<file path="config.mk">
export PLATFORM = sky130hd
export DESIGN_NAME = refdiv_top
export DESIGN_NICKNAME = d
export VERILOG_FILES = /design/src/rtl/refdiv_pkg.sv /design/src/rtl/refdiv_cfg.sv /design/src/rtl/refdiv_counter.sv /design/src/rtl/refdiv_monmux.sv /design/src/rtl/refdiv_top.sv
export SDC_FILE = /design/constraint.sdc
export NUM_CORES = 1
export LEC_CHECK = 0
export CAP_MARGIN = 20
export CORE_MARGIN = 5
export CORE_UTILIZATION = 51
export DETAILED_ROUTE_END_ITERATION = 8
export GPL_TIMING_DRIVEN = 0
export HOLD_SLACK_MARGIN = 0.03
export PLACE_DENSITY = 0.71
export SYNTH_ARGS = -nofsm -noshare
export SYNTH_HDL_FRONTEND = slang
export SYNTH_SLANG_ARGS = --single-unit
</file>
<file path="constraint.sdc">
create_clock -name clk -period 4 [get_ports clk]
set_input_delay 1.2 -clock clk [delete_from_list [all_inputs] [get_ports clk]]
set_output_delay 1.2 -clock clk [all_outputs]
set_load 0.03 [all_outputs]
</file>
<file path="src/rtl/refdiv_pkg.sv">
package refdiv_pkg;

    // ratio code layout: top bit picks the family, low bits the shift
    localparam int CODE_W    = 4;
    localparam int STEP_W    = CODE_W - 1;
    localparam int MAX_SHIFT = (1 << STEP_W) - 1;
    localparam int MAX_RATIO = 3 << MAX_SHIFT;
    localparam int CNT_W     = $clog2(MAX_RATIO + 1);

    typedef logic [CODE_W-1:0] code_t;
    typedef logic [CNT_W-1:0]  ratio_t;

    typedef struct packed {
        logic re;   // monitor enable
        logic rts;  // 1: comparison, 0: reference
    } mon_cfg_t;

    typedef enum logic [1:0] {
        SRC_HIGH = 2'd0,
        SRC_REF  = 2'd1,
        SRC_CMP  = 2'd2
    } mon_src_e;

    function automatic logic code_legal(input code_t c);
        return !(c[CODE_W-1] && (c[STEP_W-1:0] == '0));
    endfunction

    function automatic ratio_t code_ratio(input code_t c);
        ratio_t base;
        base = c[CODE_W-1] ? ratio_t'(3) : ratio_t'(2);
        return base << c[STEP_W-1:0];
    endfunction

    function automatic mon_src_e mon_src(input mon_cfg_t m);
        if (!m.re)
            return SRC_HIGH;
        else if (m.rts)
            return SRC_CMP;
        else
            return SRC_REF;
    endfunction

endpackage

</file>
<file path="src/rtl/refdiv_cfg.sv">
module refdiv_cfg
    import refdiv_pkg::*;
#(
    parameter code_t    RST_CODE = '0,
    parameter mon_cfg_t RST_MON  = '{re: 1'b1, rts: 1'b1}
) (
    input  logic     clk,
    input  logic     rst,
    input  logic     cfg_wr,
    input  code_t    code_in,
    input  logic     re_in,
    input  logic     rts_in,
    output code_t    pend_code,
    output mon_cfg_t mon_cfg,
    output logic     code_bad
);

    always_ff @(posedge clk) begin
        if (rst) begin
            pend_code <= RST_CODE;
            mon_cfg   <= RST_MON;
            code_bad  <= 1'b0;
        end else if (cfg_wr) begin
            mon_cfg <= '{re: re_in, rts: rts_in};
            if (code_legal(code_in)) begin
                pend_code <= code_in;
                code_bad  <= 1'b0;
            end else begin
                code_bad  <= 1'b1;
            end
        end
    end

endmodule

</file>
<file path="src/rtl/refdiv_counter.sv">
module refdiv_counter
    import refdiv_pkg::*;
#(
    parameter code_t RST_CODE = '0
) (
    input  logic  clk,
    input  logic  rst,
    input  logic  ref_en,
    input  code_t pend_code,
    output logic  cmp_pulse,
    output logic  cmp_sq
);

    localparam ratio_t RST_HALF = code_ratio(RST_CODE) >> 1;

    ratio_t cnt_q, cnt_d;
    ratio_t half_q, half_d;
    ratio_t new_ratio;
    logic   term;

    assign new_ratio = code_ratio(pend_code);
    assign term      = ref_en && (cnt_q == '0);

    // the ratio is sampled only at the terminal event, so periods stay whole
    always_comb begin
        cnt_d  = cnt_q;
        half_d = half_q;
        if (ref_en) begin
            if (term) begin
                cnt_d  = new_ratio - ratio_t'(1);
                half_d = new_ratio >> 1;
            end else begin
                cnt_d  = cnt_q - ratio_t'(1);
            end
        end
    end

    always_ff @(posedge clk) begin
        if (rst) begin
            cnt_q     <= '0;
            half_q    <= RST_HALF;
            cmp_pulse <= 1'b0;
            cmp_sq    <= 1'b0;
        end else begin
            cnt_q     <= cnt_d;
            half_q    <= half_d;
            cmp_pulse <= term;
            cmp_sq    <= (cnt_d >= half_d);
        end
    end

endmodule

</file>
<file path="src/rtl/refdiv_monmux.sv">
module refdiv_monmux
    import refdiv_pkg::*;
(
    input  logic     clk,
    input  logic     rst,
    input  mon_cfg_t mon_cfg,
    input  logic     ref_en,
    input  logic     cmp_sq,
    output logic     mon_out
);

    mon_src_e src;
    logic     mon_d;

    assign src = mon_src(mon_cfg);

    always_comb begin
        unique case (src)
            SRC_REF: mon_d = ref_en;
            SRC_CMP: mon_d = cmp_sq;
            default: mon_d = 1'b1;
        endcase
    end

    always_ff @(posedge clk) begin
        if (rst)
            mon_out <= 1'b1;
        else
            mon_out <= mon_d;
    end

endmodule

</file>
<file path="src/rtl/refdiv_top.sv">
module refdiv_top
    import refdiv_pkg::*;
#(
    parameter code_t RST_CODE = '0
) (
    input  logic              clk,
    input  logic              rst,
    input  logic              ref_en,
    input  logic              cfg_wr,
    input  logic [CODE_W-1:0] ratio_code,
    input  logic              mon_en,
    input  logic              mon_sel,
    output logic              cmp_pulse,
    output logic              cmp_sq,
    output logic              mon_out,
    output logic              code_bad
);

    code_t    pend_code;
    mon_cfg_t mon_cfg;

    refdiv_cfg #(
        .RST_CODE (RST_CODE)
    ) cfg_i (
        .clk       (clk),
        .rst       (rst),
        .cfg_wr    (cfg_wr),
        .code_in   (ratio_code),
        .re_in     (mon_en),
        .rts_in    (mon_sel),
        .pend_code (pend_code),
        .mon_cfg   (mon_cfg),
        .code_bad  (code_bad)
    );

    refdiv_counter #(
        .RST_CODE (RST_CODE)
    ) cnt_i (
        .clk       (clk),
        .rst       (rst),
        .ref_en    (ref_en),
        .pend_code (pend_code),
        .cmp_pulse (cmp_pulse),
        .cmp_sq    (cmp_sq)
    );

    refdiv_monmux mux_i (
        .clk     (clk),
        .rst     (rst),
        .mon_cfg (mon_cfg),
        .ref_en  (ref_en),
        .cmp_sq  (cmp_sq),
        .mon_out (mon_out)
    );

endmodule

</file>
-- Word-level counts from Yosys, hierarchy flattened
Cells that the tools add are included.
- add/sub/neg operators: 2
- reductions and logical operators: 5
- mux-type cells: 9
- eq/ne operators: 2
- bitwise gates (word level): 1
- shifts and indexed selects: 1
- order comparisons: 1
- operators with widths (kind ; number):
    $mux 9 ; 4
    $sub 9x1->9 const B ; 2
    $ge 9x9->1 ; 1
    $logic_not 9->1 ; 1
    $shl 9x3->9 ; 1
    $mux 2 ; 2
    $logic_not 3->1 ; 1
    $eq 2x1->1 const B ; 1
    $eq 2x2->1 const B ; 1
    $logic_and 1x1->1 ; 2
    $mux 1 ; 2
    $pmux 1 s2 ; 1
    $reduce_and 2->1 ; 1
    $not 1->1 ; 1
- input bits: 10
- bits in registers: 28
- output and inout port bits: 4
- logic and storage cells: 30

-- Depth between registers and ports, before layout
- depth in word-level cells: 6
- gate-level depth with buffers: 16
- gate-level depth less buffers: 14

-- Cells and area by module
From an unflattened synthesis, not the netlist that was laid out.
- cells, all modules: 191
- area, all modules: 1711.6 sq um
- by module, submodules not included (module ; sequential area each (sq um) ; area an instance (sq um) ; instances ; cells an instance):
    refdiv_counter ; 400.4 ; 1345.0 ; 1 ; 159
    refdiv_cfg ; 140.1 ; 329.1 ; 1 ; 29
    refdiv_monmux ; 20.0 ; 37.5 ; 1 ; 3

-- Worst setup path after synthesis
No wires, ideal clock.
- kind: input to register
- start: input ref_en
- end: register cnt_i.cmp_sq
- stages: 16
- required time: 3914 ps
- library setup time: 86 ps
- data arrival time: 3836 ps
- path buffers: 2
- path slack: 79 ps
- cell sequence: buf_4 or4b_1 buf_2 nor4_4 a21oi_1 ha_1 nand2_1 a21o_1 mux2i_1 nand2_1 ha_1 nand2_1 nand2_1 o211ai_1 a31o_2 a211oi_1
- cells in the longest elaborated chain, start to end: 4
- elaborated cells between the ends (all ways): 6
- classes of those cells: order compare (1); mux (4); reduce/logical (1)
- ends and longest elaborated chain (item ; RTL line ; text):
    start, declared ; refdiv_top.sv:8 ; input logic ref_en,
    $logic_and 1x1->1 ; refdiv_counter.sv:22 ; assign term = ref_en && (cnt_q == '0);
    $mux 9 ; refdiv_counter.sv:29 ; if (term) begin
    $mux 9 (*) ; refdiv_counter.sv:28 ; if (ref_en) begin
    net cnt_i.cnt_d[4] ; refdiv_counter.sv:16 ; ratio_t cnt_q, cnt_d;
    $ge 9x9->1 (*) ; refdiv_counter.sv:48 ; cmp_sq <= (cnt_d >= half_d);
    end signal, assigned ; refdiv_counter.sv:48 ;
    end, declared ; refdiv_counter.sv:11 ; output logic cmp_sq
The timed path passes the listed nets; every way through them passes the cells marked *.
A chain may end at the register's enable or synchronous reset.

-- Worst setup path after layout
Same ends and word-level chain as after synthesis.

==> flow_summary_export.csv <==
group,metric,value,unit
power_and_ir_drop,power,856.5,uW
routing,vias,1393,
placement,globalplace.congestion,0.9700,
placement,hpwl,2887,um
routing,dr.pass1.iters,4,
hold_path,hold_path.class,"flip-flop to flip-flop",
floorplanning,fp.dieH,65.25,um
timing,setup_viol,0,
final_layout,design_area,1767,um2
floorplanning,core_area,2978,um2
routing,drc,0,
critical_path,worst-path-max-fanout,7,
routing,wl,3759,um
critical_path,endpoint_kind,"flip-flop",
run_status,status,"finished, final reports clean",
global_route,antenna_found_initial,0,
routing,via_per_inst,5.953,
synth,synth_edf_count,0,
final_layout,antenna_cells,0,
power_and_ir_drop,peakVddDrop,230.5,uV
timing,fmax,0.2581,GHz
global_route,grt_usage,0.1861,
critical_path,cp.arrival,4.12,ns
hold_path,hp-start,"cfg_i.mon_cfg[1]",
final_layout,final_common_cell,"dfxtp_1",
floorplanning,rows,20,
timing,tightest_slew,0.7933,ns
global_route,grt_max_degree,16,
power_and_ir_drop,power.density,484.8,nW/um2
clocking,cts_hold_buf,0,
floorplanning,start_util,0.5227,
clocking,clock_sinks,28,
synth,synth_nets,205,
synth,synth_area,1556,um2
critical_path,rrSetupSlack,0.54,ns
clocking,clk_pin_slew,0.15,ns
timing,finalHoldViolCount,0,
final_layout,fill_cells,272,
timing,drv_slew,0,
synth,syn_area_per_cell,8.413,um2
timing,worst_slack,0.1250,ns
routing,drt.antenna.violating_nets,0,
timing,slew_headroom,0.4642,
timing,fin_worst_skew,0.002819,ns
clocking,cts_buffers,3,
synth,seq_area_frac_synth,0.3601,
global_route,grt_pass1_vias,1321,
global_route,grt_overflow,0,
critical_path,cp.required,4.25,ns
clocking,cts_tree,"done",
synth,ys.flop_type,"dfxtp_1",
routing,drt_iter0_drc,134,
timing,period_share,0.9687,
floorplanning,die_w,65.25,um
clocking,cts_max_level,1,
critical_path,r2r_start,"cfg_i.pend_code[0]",
run,maxCapViolations,0,
timing,period_needed,3.875,ns
final_layout,drive_gt1_frac,0.1144,
synth,synth_cell_types,49,
final_layout,final_cell_mix,"dfxtp_1, nor2_1, nand2_1",
clocking,cts.path.max_buffers,2,
placement,place_ws,-0.3567,ns
synth,ys_ff_latch,28,
placement,portBuffers,10,
critical_path,crit_start,"ref_en",
floorplanning,pin_count,14,
critical_path,start_kind,"primary input",
timing,setup_tns,0,ns
power_and_ir_drop,power_leakage,0.0007339,uW
critical_path,crit_type,"primary input to flip-flop",
synth,syn_inst,185,
placement,dpl_cell_area,1698,um2
final_layout,syn_to_final_growth,13.50,%
final_layout,finalNetCount,222,
global_route,grt_pass1_wl,6182,um
clocking,cts-root-buf,"clkbuf_4",
floorplanning,design.die.area,4257,um2
clocking,clk_latency,0.32,ns
synth,ys_warn_count,0,
routing,post_drt_wl_per_cell,16.06,um
timing,whs,0.4439,ns
synth,synth-async-reset-ratio,0,
## cell type report
class / count / area [um2] / share of cell area
Clock buffer: 4 / 36.28 / 0.02054
Tap cell: 33 / 41.29 / 0.02337
Multi-Input combinational cell: 141 / 947.2 / 0.5361
Inverter: 6 / 22.52 / 0.01275
Sequential cell: 28 / 560.5 / 0.3173
Timing Repair Buffer: 12 / 115.1 / 0.06516
Buffer: 10 / 43.79 / 0.02479
## sequential cells by signal (all words and copies together) (netlist names)
name             flops
cfg_i.code_bad       1
cfg_i.mon_cfg        2
cfg_i.pend_code      4
cnt_i.cmp_pulse      1
cnt_i.cmp_sq         1
cnt_i.cnt_q          9
cnt_i.half_q         9
mux_i.mon_out        1
## final timing paths
path                   end  depth (start not counted)
min reg2reg  mux_i.mon_out                          1
max           cnt_i.cmp_sq                         16
max reg2reg   cnt_i.cmp_sq                         15
min          mux_i.mon_out                          1
## metal layers
layer  vias up  GRT usage  part of all wire
li1        683          -                 -
met1       659     0.2526              0.47
met2        41     0.2958              0.46
met3        10    0.02735             0.043
met4         0    0.07254             0.025
met5         -          0                 0
## report_power, final
group          internal (uW)  switching [uW]  total (uW)
clock network           55.7            81.8         138
registers                312            25.6         337
logic                    170             212         382
total                    537             319         856
## repair_timing
action,CTS,global route
cloned,0,0
setup endpoints to repair,1,1
setup buffers,1,1
gates resized for setup,0,3
pin swaps,1,1
## synth_stat cells (6+ instances only)
cell type   n  area share
inv_1       6       0.014
nand2_1    19       0.046
ha_1       10       0.080
clkbuf_1    7       0.017
a21oi_1    18       0.058
nor2_1     22       0.053
dfxtp_1    28        0.36
and2_1      6       0.024
## through the flow
step           instances    util
5_1_grt              234  0.5933
3_3_place_gp         228  0.5702
4_1_cts              233  0.5849
3_5_place_dp         228  0.5702
2_1_floorplan        185       -
6_report             234  0.5933
## logic make-up after synthesis
kind of cell | after synthesis | share of synthesized area
multiplexers | 4 | 0.02572
AO/OA/AOI/OAI | 44 | 0.1945
adder cells (fa/ha/maj) | 10 | 0.08039
AND/OR/NAND/NOR | 78 | 0.2685
buffers and inverters | 16 | 0.04261
XOR/XNOR | 5 | 0.02813
flip-flops | 28 | 0.3601
## critical path, stage by stage
cell and delay, ns:
buf_4 0.13, or4b_1 0.42, buf_2 0.18, nor4_4 0.29
a21oi_1 0.14, ha_1 0.25, nand2_1 0.08, a21o_1 0.17
mux2i_1 0.26, nand2_1 0.10, ha_1 0.28, nand2_1 0.04
nand2_1 0.06, o211ai_1 0.08, a31o_2 0.23, a211oi_2 0.22
(Power assumes the default switching activity.)
